`config.mk`:
```
export PLATFORM = sky130hd
export DESIGN_NAME = tmr_gate_ctl
export DESIGN_NICKNAME = d
export VERILOG_FILES = /design/src/rtl/tgc_pkg.sv /design/src/rtl/tgc_gate_front.sv /design/src/rtl/tgc_ctrl_reg.sv /design/src/rtl/tgc_pulse_ctl.sv /design/src/rtl/tgc_counter.sv /design/src/rtl/tmr_gate_ctl.sv
export SDC_FILE = /design/constraint.sdc
export NUM_CORES = 1
export LEC_CHECK = 0
export BUFFER_PORTS_ARGS = -buffer_cell sky130_fd_sc_hd__buf_2
export CORE_ASPECT_RATIO = 0.5
export CORE_UTILIZATION = 44
export DETAILED_ROUTE_END_ITERATION = 10
export HOLD_SLACK_MARGIN = 0.08
export PLACE_DENSITY = 0.85
export SLEW_MARGIN = 20
export SYNTH_ARGS = -nofsm -noshare
export SYNTH_HDL_FRONTEND = slang
export SYNTH_SLANG_ARGS = --single-unit
```
`constraint.sdc`:
```
create_clock -name clk -period 1.85 [get_ports clk]
set_clock_uncertainty 0.05 [all_clocks]
set_input_delay 0.555 -clock clk [delete_from_list [all_inputs] [get_ports clk]]
set_output_delay 0.555 -clock clk [all_outputs]
set_load 0.03 [all_outputs]
```
`src/rtl/tgc_pkg.sv`:
```
package tgc_pkg;
  localparam int unsigned BIT_GE   = 7;
  localparam int unsigned BIT_POL  = 6;
  localparam int unsigned BIT_TM   = 5;
  localparam int unsigned BIT_SPM  = 4;
  localparam int unsigned BIT_GO   = 3;
  localparam int unsigned BIT_LIVE = 2;

  typedef struct packed {
    logic ge;
    logic pol;
    logic tm;
    logic spm;
    logic go;
  } tgc_ctrl_t;

  function automatic logic apply_pol(input logic g, input logic pol);
    return pol ? g : ~g;
  endfunction

  function automatic logic [7:0] pack_status(input tgc_ctrl_t c, input logic live);
    logic [7:0] r;
    r = '0;
    r[BIT_GE]   = c.ge;
    r[BIT_POL]  = c.pol;
    r[BIT_TM]   = c.tm;
    r[BIT_SPM]  = c.spm;
    r[BIT_GO]   = c.go;
    r[BIT_LIVE] = live;
    return r;
  endfunction
endpackage

```
`src/rtl/tgc_gate_front.sv`:
```
module tgc_gate_front #(
  parameter int unsigned SYNC_STAGES = 2
) (
  input  logic clk,
  input  logic rst_n,
  input  logic gate_in,
  input  logic pol,
  input  logic tm,
  output logic pol_rise,
  output logic tff_q,
  output logic gv,
  output logic gv_rise,
  output logic gv_fall
);
  import tgc_pkg::*;
  localparam int unsigned LAST = SYNC_STAGES - 1;

  logic [SYNC_STAGES-1:0] sync_q;
  logic pg, pg_q, gv_q;

  for (genvar i = 0; i < SYNC_STAGES; i++) begin : g_sync
    if (i == 0) begin : g_first
      always_ff @(posedge clk or negedge rst_n)
        if (!rst_n) sync_q[i] <= 1'b0;
        else        sync_q[i] <= gate_in;
    end else begin : g_next
      always_ff @(posedge clk or negedge rst_n)
        if (!rst_n) sync_q[i] <= 1'b0;
        else        sync_q[i] <= sync_q[i-1];
    end
  end

  assign pg       = apply_pol(sync_q[LAST], pol);
  assign pol_rise = pg & ~pg_q;
  assign gv       = tm ? tff_q : pg;
  assign gv_rise  = gv & ~gv_q;
  assign gv_fall  = ~gv & gv_q;

  always_ff @(posedge clk or negedge rst_n) begin
    if (!rst_n) begin
      pg_q  <= 1'b0;
      gv_q  <= 1'b0;
      tff_q <= 1'b0;
    end else begin
      pg_q <= pg;
      gv_q <= gv;
      if (!tm)           tff_q <= 1'b0;
      else if (pol_rise) tff_q <= ~tff_q;
    end
  end
endmodule

```
`src/rtl/tgc_ctrl_reg.sv`:
```
module tgc_ctrl_reg (
  input  logic                clk,
  input  logic                rst_n,
  input  logic                reg_wr,
  input  logic [7:3]          wfield,
  input  logic                done_evt,
  output tgc_pkg::tgc_ctrl_t  ctrl
);
  import tgc_pkg::*;

  always_ff @(posedge clk or negedge rst_n) begin
    if (!rst_n) begin
      ctrl <= '0;
    end else if (reg_wr) begin
      ctrl.ge  <= wfield[BIT_GE];
      ctrl.pol <= wfield[BIT_POL];
      ctrl.tm  <= wfield[BIT_TM];
      ctrl.spm <= wfield[BIT_SPM];
      ctrl.go  <= wfield[BIT_GO] & wfield[BIT_SPM];
    end else if (!ctrl.spm || done_evt) begin
      ctrl.go <= 1'b0;
    end
  end
endmodule

```
`src/rtl/tgc_pulse_ctl.sv`:
```
module tgc_pulse_ctl (
  input  logic clk,
  input  logic rst_n,
  input  logic reg_wr,
  input  logic spm,
  input  logic go,
  input  logic gv_rise,
  input  logic gv_fall,
  output logic in_pulse_q,
  output logic pulse_open,
  output logic done_evt
);
  assign pulse_open = in_pulse_q | (go & gv_rise);
  assign done_evt   = in_pulse_q & gv_fall;

  always_ff @(posedge clk or negedge rst_n) begin
    if (!rst_n)                          in_pulse_q <= 1'b0;
    else if (reg_wr || !spm || done_evt) in_pulse_q <= 1'b0;
    else if (go && gv_rise)              in_pulse_q <= 1'b1;
  end
endmodule

```
`src/rtl/tgc_counter.sv`:
```
module tgc_counter #(
  parameter int unsigned CNT_W = 16
) (
  input  logic               clk,
  input  logic               rst_n,
  input  logic               inc,
  input  logic               lo_we,
  input  logic [7:0]         lo_wdata,
  input  logic               hi_we,
  input  logic [CNT_W-9:0]   hi_wdata,
  output logic [CNT_W-1:0]   count
);
  function automatic logic [CNT_W-1:0] bump(input logic [CNT_W-1:0] v);
    return v + 1'b1;
  endfunction

  always_ff @(posedge clk or negedge rst_n) begin
    if (!rst_n) begin
      count <= '0;
    end else if (lo_we || hi_we) begin
      if (lo_we) count[7:0]       <= lo_wdata;
      if (hi_we) count[CNT_W-1:8] <= hi_wdata;
    end else if (inc) begin
      count <= bump(count);
    end
  end
endmodule

```
`src/rtl/tmr_gate_ctl.sv`:
```
module tmr_gate_ctl #(
  parameter int unsigned CNT_W       = 16,
  parameter int unsigned SYNC_STAGES = 2
) (
  input  logic             clk,
  input  logic             rst_n,
  input  logic             tick,
  input  logic             gate_in,
  input  logic             reg_wr,
  input  logic [7:0]       reg_wdata,
  output logic [7:0]       reg_rdata,
  input  logic             cnt_lo_we,
  input  logic [7:0]       cnt_lo_wdata,
  input  logic             cnt_hi_we,
  input  logic [CNT_W-9:0] cnt_hi_wdata,
  output logic [CNT_W-1:0] count,
  output logic             gate_live
);
  import tgc_pkg::*;

  tgc_ctrl_t ctrl;
  logic pol_rise, tff_q, gv, gv_rise, gv_fall;
  logic in_pulse_q, pulse_open, done_evt;
  logic cnt_en, cnt_inc, cnt_wr;
  logic unused_wbits;

  assign unused_wbits = ^reg_wdata[2:0];

  tgc_gate_front #(.SYNC_STAGES(SYNC_STAGES)) u_front (
    .clk(clk), .rst_n(rst_n), .gate_in(gate_in), .pol(ctrl.pol), .tm(ctrl.tm),
    .pol_rise(pol_rise), .tff_q(tff_q), .gv(gv), .gv_rise(gv_rise), .gv_fall(gv_fall)
  );

  tgc_ctrl_reg u_ctrl (
    .clk(clk), .rst_n(rst_n), .reg_wr(reg_wr), .wfield(reg_wdata[7:3]),
    .done_evt(done_evt), .ctrl(ctrl)
  );

  tgc_pulse_ctl u_pulse (
    .clk(clk), .rst_n(rst_n), .reg_wr(reg_wr), .spm(ctrl.spm), .go(ctrl.go),
    .gv_rise(gv_rise), .gv_fall(gv_fall), .in_pulse_q(in_pulse_q),
    .pulse_open(pulse_open), .done_evt(done_evt)
  );

  assign cnt_en  = ~ctrl.ge | (gv & (~ctrl.spm | pulse_open));
  assign cnt_inc = tick & cnt_en;
  assign cnt_wr  = cnt_lo_we | cnt_hi_we;

  tgc_counter #(.CNT_W(CNT_W)) u_cnt (
    .clk(clk), .rst_n(rst_n), .inc(cnt_inc),
    .lo_we(cnt_lo_we), .lo_wdata(cnt_lo_wdata),
    .hi_we(cnt_hi_we), .hi_wdata(cnt_hi_wdata), .count(count)
  );

  assign reg_rdata = pack_status(ctrl, gv);
  assign gate_live = gv;
endmodule

```
# --- Word-level counts from Yosys, hierarchy flattened ---
# Index checks and enable logic that the tools add are counted.
word_totals:
  reg_bits: 27
  in_bits: 31
  elab_cells: 58
op_classes:
  n_addsub: 1
  eq_ne: 3
  muxes: 12
  bitwise: 18
  reduce_logical: 11
ops:
  columns: ["cell", "n"]
  rows:
  - ["16-bit 2-to-1 mux", 2]
  - ["16-bit by 1-bit adder with 16-bit output (second input constant)", 1]
  - ["8-bit 2-to-1 mux", 2]
  - ["1-bit AND", 8]
  - ["1-bit 2-to-1 mux", 8]
  - ["1-bit NOT", 7]
  - ["2-bit inequality test (second input constant)", 3]
  - ["2-bit nonzero test", 3]
  - ["1-bit logical OR", 4]
  - ["2-bit AND reduction", 2]
  - ["1-bit OR", 3]
  - ["1-bit logical AND", 1]
  - ["1-bit zero test", 1]

# --- Longest topological paths before layout ---
logic_depth:
  ltp_word: 12
  mapped_depth: 6

# --- Modules after synthesis ---
# Synthesis repeated with hierarchy kept, for this count alone.
unflattened:
  cells_unflattened: 139
  hier_area_um2: 1411.4
by_module_without_submodules:
  columns: ["module", "instances", "cells_each", "area_per_inst_um2", "seq_area_each_um2"]
  rows:
  - ["tgc_counter", 1, 97, 903.4, 400.4]
  - ["tgc_ctrl_reg", 1, 13, 212.7, 125.1]
  - ["tgc_gate_front", 1, 15, 182.7, 125.1]
  - ["tgc_pulse_ctl", 1, 7, 66.3, 25.0]
  - ["tmr_gate_ctl", 1, 7, 46.3, 0.0]

# --- Worst setup path before layout ---
# Ideal clock, no wire load.
synth_timing:
  path_kind: "reg-to-output"
  from: "register, netlist name u_ctrl.ctrl[3]"
  to: "output port reg_rdata[2]"
  t_arrival_ns: 1.824
  path_slack_ns: -0.579
  path_stages_with_launch: 4
  cell_sequence: "dfrtp_1 xor2_1 o21ai_0 buf_4"
synth_via:
  elab_chain_cells: 2
synth_lines:
  columns: ["element", "line", "rtl"]
  rows:
  - ["1-bit 2-to-1 mux", "tgc_pkg.sv:18", "return pol ? g : ~g;"]
  - ["1-bit 2-to-1 mux", "tgc_gate_front.sv:35", "assign gv = tm ? tff_q : pg;"]
  - ["end: declaration", "tmr_gate_ctl.sv:11", "output logic [7:0] reg_rdata,"]
# Every way passes these cells.

# --- Worst setup path in the final report ---
layout_timing:
  from: "register, netlist name u_ctrl.ctrl[3]"
  to: "output port gate_live"
layout_via:
  elab_chain_cells: 2
layout_lines:
  columns: ["element", "line", "rtl"]
  rows:
  - ["1-bit 2-to-1 mux", "tgc_pkg.sv:18", null]
  - ["1-bit 2-to-1 mux", "tgc_gate_front.sv:35", null]
  - ["end: declaration", "tmr_gate_ctl.sv:17", "output logic gate_live"]
# Every way passes these cells.

==> qor_table.md <==
| Step | Metric | Reported |
|:---|:---|:---|
| clock tree | Clock-pin slew on the worst setup and hold paths | 110 ps |
| yosys | Post-synthesis instance area | 0.001504 mm^2 |
| clock tree | Bufs on Longest Clock Path | 2 |
| clock tree | Clk root buf | sky130_fd_sc_hd__clkbuf_8 |
| placed design | Post-placement cell area | 0.001873 mm^2 |
| timing | Final-report max-slew violation count | 0 |
| yosys | Mean area per synthesized cell | 9.703 um^2 |
| floorplanning | Die outline width | 84.68 um |
| setup path | Highest net fanout along the worst path | 3 |
| yosys | Synth async-reset ratio | 1.000 |
| placed design | Post-DP HPWL | 2705 um |
| floorplanning | Area of the placeable core | 0.003118 mm^2 |
| timing | Total negative setup slack | -990.5 ps |
| floorplanning | Die outline area | 0.003670 mm^2 |
| timing | RSZ-0062 raised after global routing | yes |
| floorplanning | Die outline height | 43.34 um |
| clock tree | Count of H-tree levels built during CTS | 1 |
| route | Starting DRC count in detailed routing | 150 |
| yosys | Synth cell count leaders | sky130_fd_sc_hd__dfrtp_1, sky130_fd_sc_hd__nor2_1, sky130_fd_sc_hd__nand2_1, sky130_fd_sc_hd__o21ai_0, sky130_fd_sc_hd__nand3_1 |
| run | Max-Cap Viols | 0 |
| setup path | Crit path required time | 1240 ps |
| status | Status | complete, but fails checks |
| pwr | Combinational share of power | 0.323 |
| yosys | Warnings, synthesis | 0 |
| yosys | Most used flip-flop cell after synthesis | sky130_fd_sc_hd__dfrtp_1 |
| timing | # setup viols final | 13 |
| finish | Non-filler instance count after layout | 257 |
| yosys | Number of instances in the synthesized netlist | 155 |
| setup path | Series of cell instances along the critical path | xor2_1 > buf_4 > o21ai_4 > buf_6 |
| placed design | # placed instances | 248 |
| finish | Area growth, synth to finish | 35.69% |
| global route | All-layer global routing usage | 0.2199 |
| clock tree | Clock insertion delay at the later pin of the skew report | 290 ps |
| setup path | Element type at the critical path end | output pin |
| global route | Global-route wire length before repair | 6279 um |
| finish | Final design area excluding fillers | 0.002041 mm^2 |
| pwr | Max IR drop VDD | 0.3652 mV |
| timing | Actual transition at the worst max-transition pin | 626.8 ps |
| setup path | Kind of critical path | reg -> out |
| global route | Pin count of the biggest net entering global routing | 28 |
| route | DR pass1 iterations | 6 |
| yosys | Post-synth top area share | 0.4493 |
| route | Count of antenna-violating nets left after detailed routing | 0 |
| floorplanning | Starting utilization of the core area | 0.4823 |
| timing | Worst rel slew slack | 0.5822 |
| yosys | Number of enable flip-flop cells after synthesis | 0 |
| pwr | Switching power share of the total | 0.3697 |
| floorplanning | Ports | 56 |
| timing | Shortest period the worst path allows | 2004 ps |
| route | Routed vias | 1474 |
| pwr | Leakage | 0.8861 nW |
| yosys | Sequential cell area fraction in the yosys report | 0.4493 |
| timing | Fin Hold WS | 217.3 ps |
| global route | Via count of the first global-routing pass | 1393 |
| placed design | Last weighted congestion value of the routability-driven placer | 0.8907 |
| yosys | Unique masters post-synth | 36 |
| yosys | Cell with the most instances after synthesis | sky130_fd_sc_hd__dfrtp_1 |
| finish | Fraction of layout instances using a drive strength above 1 | 0.4839 |
| pwr | Pwr dens | 794.6 mW/mm^2 |
| global route | Antenna violations before repair | 0 |
| route | Number of design rule violations left after detail routing | 0 |
| finish | Antenna diode instance count | 0 |
| status | Violated checks | negative setup slack |
| route | DR vias/cell | 5.735 |
| setup path | Crit path DAT | 1400 ps |
| setup path | Critical-path top delay cell | sky130_fd_sc_hd__dfrtp_1 |
| route | Routed wire length | 4112 um |
| clock tree | Number of sinks handled by clock tree synthesis | 27 |
| min path | Class of the tightest hold or removal check | in -> async |
| timing | Slack of the critical path | -153.8 ps |
| yosys | Cell type contributing the most total cell area after synthesis | sky130_fd_sc_hd__dfrtp_1 |
| pwr | Power, Total | 1.621 mW |
| pwr | Sequential Power Share | 0.449 |
| timing | Achievable clock frequency | 499.0 MHz |
| pwr | Reported net switching power | 0.5995 mW |
| yosys | Register bit total from synthesis | 27 |
| setup path | Kind of start point of the critical path | register |
| placed design | Quantity of I/O buffers inserted on ports | 50 |
| setup path | Largest stage delay on the critical path | 420 ps |
| global route | Total global routing overflow | 0 |
| yosys | Synth top area cells | sky130_fd_sc_hd__dfrtp_1, sky130_fd_sc_hd__mux2_2, sky130_fd_sc_hd__xnor2_1 |
| timing | Final hold vios | 0 |
| pwr | Clock share of power | 0.228 |
| route | Post-detailed-route wirelength per cell | 16.00 um |
| pwr | Power Internal | 1.022 mW |
| clock tree | Clock tree from TritonCTS | built |
| finish | Net count, final | 250 |
| clock tree | TritonCTS Buffers | 3 |
| timing | Part of the cycle the worst path needs | 1.083 |
| floorplanning | Cell Rows | 14 |
==> power groups by stage <==
stage	Clock [mW]	Combinational, mW	Sequential (mW)
finish	0.370	0.523	0.728
global route	0.385	0.559	0.737
CTS	0.361	0.490	0.723
detailed placement	0	0.462	0.733
global placement	0	0.448	0.727
floorplan	0	0.231	0.802
==> logic make-up (layout without fill, tap and decap cells) <==
logic type                 after synthesis  after routing  share of synthesized area
adders and majority gates                1              1                   0.008318
and+or+nand+nor                         55             55                     0.1822
buffers and inverters                   17             78                    0.06073
DFF                                     27             27                     0.4493
other                                    1              2                   0.002493
xor gates and xnor gates                10             10                    0.05824
muxes                                    7              7                    0.05242
AOI/OAI and AO/OA                       37             37                     0.1864
==> metal layers <==
metal | vias to the layer above | wire length (um) | global-route usage
met5 | - | 0 | 0
met4 | 0 | 90 | 0.04746
met3 | 16 | 298 | 0.05333
met2 | 80 | 2051 | 0.3967
met1 | 705 | 1672 | 0.2771
li1 | 673 | - | -
==> area by class of cell <==
cell class / instances / area, um^2
Clock buffer: 3 / 41.29
Clock inverter: 1 / 7.507
Fill cell: 231 / 1077
Inverter: 3 / 11.26
Multi-Input combinational cell: 112 / 825.8
Sequential cell: 27 / 684.4
Tap cell: 40 / 50.05
Timing Repair Buffer: 71 / 420.4
==> worst paths after layout <==
kind,start,endpoint,cells after the start,slack [ps]
min in group clk,u_front.sync_q[0],u_front.sync_q[1],0,330
setup reg to reg,u_ctrl.ctrl[3],u_cnt.count[8],6,-140
max in group asynchronous,rst_n,u_cnt.count[7],1,1090
hold / removal,rst_n,u_cnt.count[11],1,220
hold reg to reg,u_front.sync_q[0],u_front.sync_q[1],0,330
setup / recovery,u_ctrl.ctrl[3],gate_live,4,-150
==> sequential cells by signal, summed over array words and instances, names as in the netlist <==
signal / cells
u_front.gv_q: 1
u_cnt.count: 16
u_pulse.in_pulse_q: 1
u_ctrl.ctrl: 5
u_front.tff_q: 1
u_front.sync_q: 2
u_front.pg_q: 1
==> layout by cell type (no fill, tap or decap), types with 2 or more instances in the layout <==
| cell | instances |
|---|---|
| sky130_fd_sc_hd__a2111oi_2 | 2 |
| sky130_fd_sc_hd__a2111oi_4 | 2 |
| sky130_fd_sc_hd__a211oi_1 | 3 |
| sky130_fd_sc_hd__a21oi_1 | 3 |
| sky130_fd_sc_hd__a21oi_2 | 2 |
| sky130_fd_sc_hd__a2bb2oi_1 | 4 |
| sky130_fd_sc_hd__a41oi_1 | 2 |
| sky130_fd_sc_hd__and3_1 | 4 |
| sky130_fd_sc_hd__and4_1 | 2 |
| sky130_fd_sc_hd__buf_2 | 48 |
| sky130_fd_sc_hd__buf_4 | 21 |
| sky130_fd_sc_hd__buf_6 | 2 |
| sky130_fd_sc_hd__clkbuf_8 | 3 |
| sky130_fd_sc_hd__conb_1 | 2 |
| sky130_fd_sc_hd__dfrtp_1 | 20 |
| sky130_fd_sc_hd__dfrtp_2 | 7 |
| sky130_fd_sc_hd__inv_1 | 2 |
| sky130_fd_sc_hd__mux2_2 | 7 |
| sky130_fd_sc_hd__nand2_1 | 12 |
| sky130_fd_sc_hd__nand2b_1 | 3 |
| sky130_fd_sc_hd__nand3_1 | 9 |
| sky130_fd_sc_hd__nand4_1 | 4 |
| sky130_fd_sc_hd__nor2_1 | 13 |
| sky130_fd_sc_hd__o21ai_0 | 10 |
| sky130_fd_sc_hd__o32a_1 | 2 |
| sky130_fd_sc_hd__xnor2_1 | 8 |
| sky130_fd_sc_hd__xor2_1 | 2 |
==> worst max-delay path: cells and delay by family, from the launching register on <==
family / cells / cell delay [ps]
DFF: 1 / 420
buffers and inverters: 2 / 330
xor gates and xnor gates: 1 / 200
AOI/OAI and AO/OA: 1 / 160
==> repair_timing <==
item / in CTS / in global routing
hold buffers: 0 / 0
setup buffers: 1 / 4
setup endpoints to repair: 6 / 18
resized for setup: 10 / 9
gates cloned: 0 / 0
pin swaps: 0 / 1
==> per-stage QoR <==
step | setup WS [ps] | util
floorplan | 1.564 | -
global placement | -66.71 | 0.6007
detailed placement | -117.3 | 0.6007
CTS | -122.6 | 0.6340
global route | -221.9 | 0.6545
finish | -153.8 | 0.6545
Note: power is estimated with default switching activity, not from simulation.
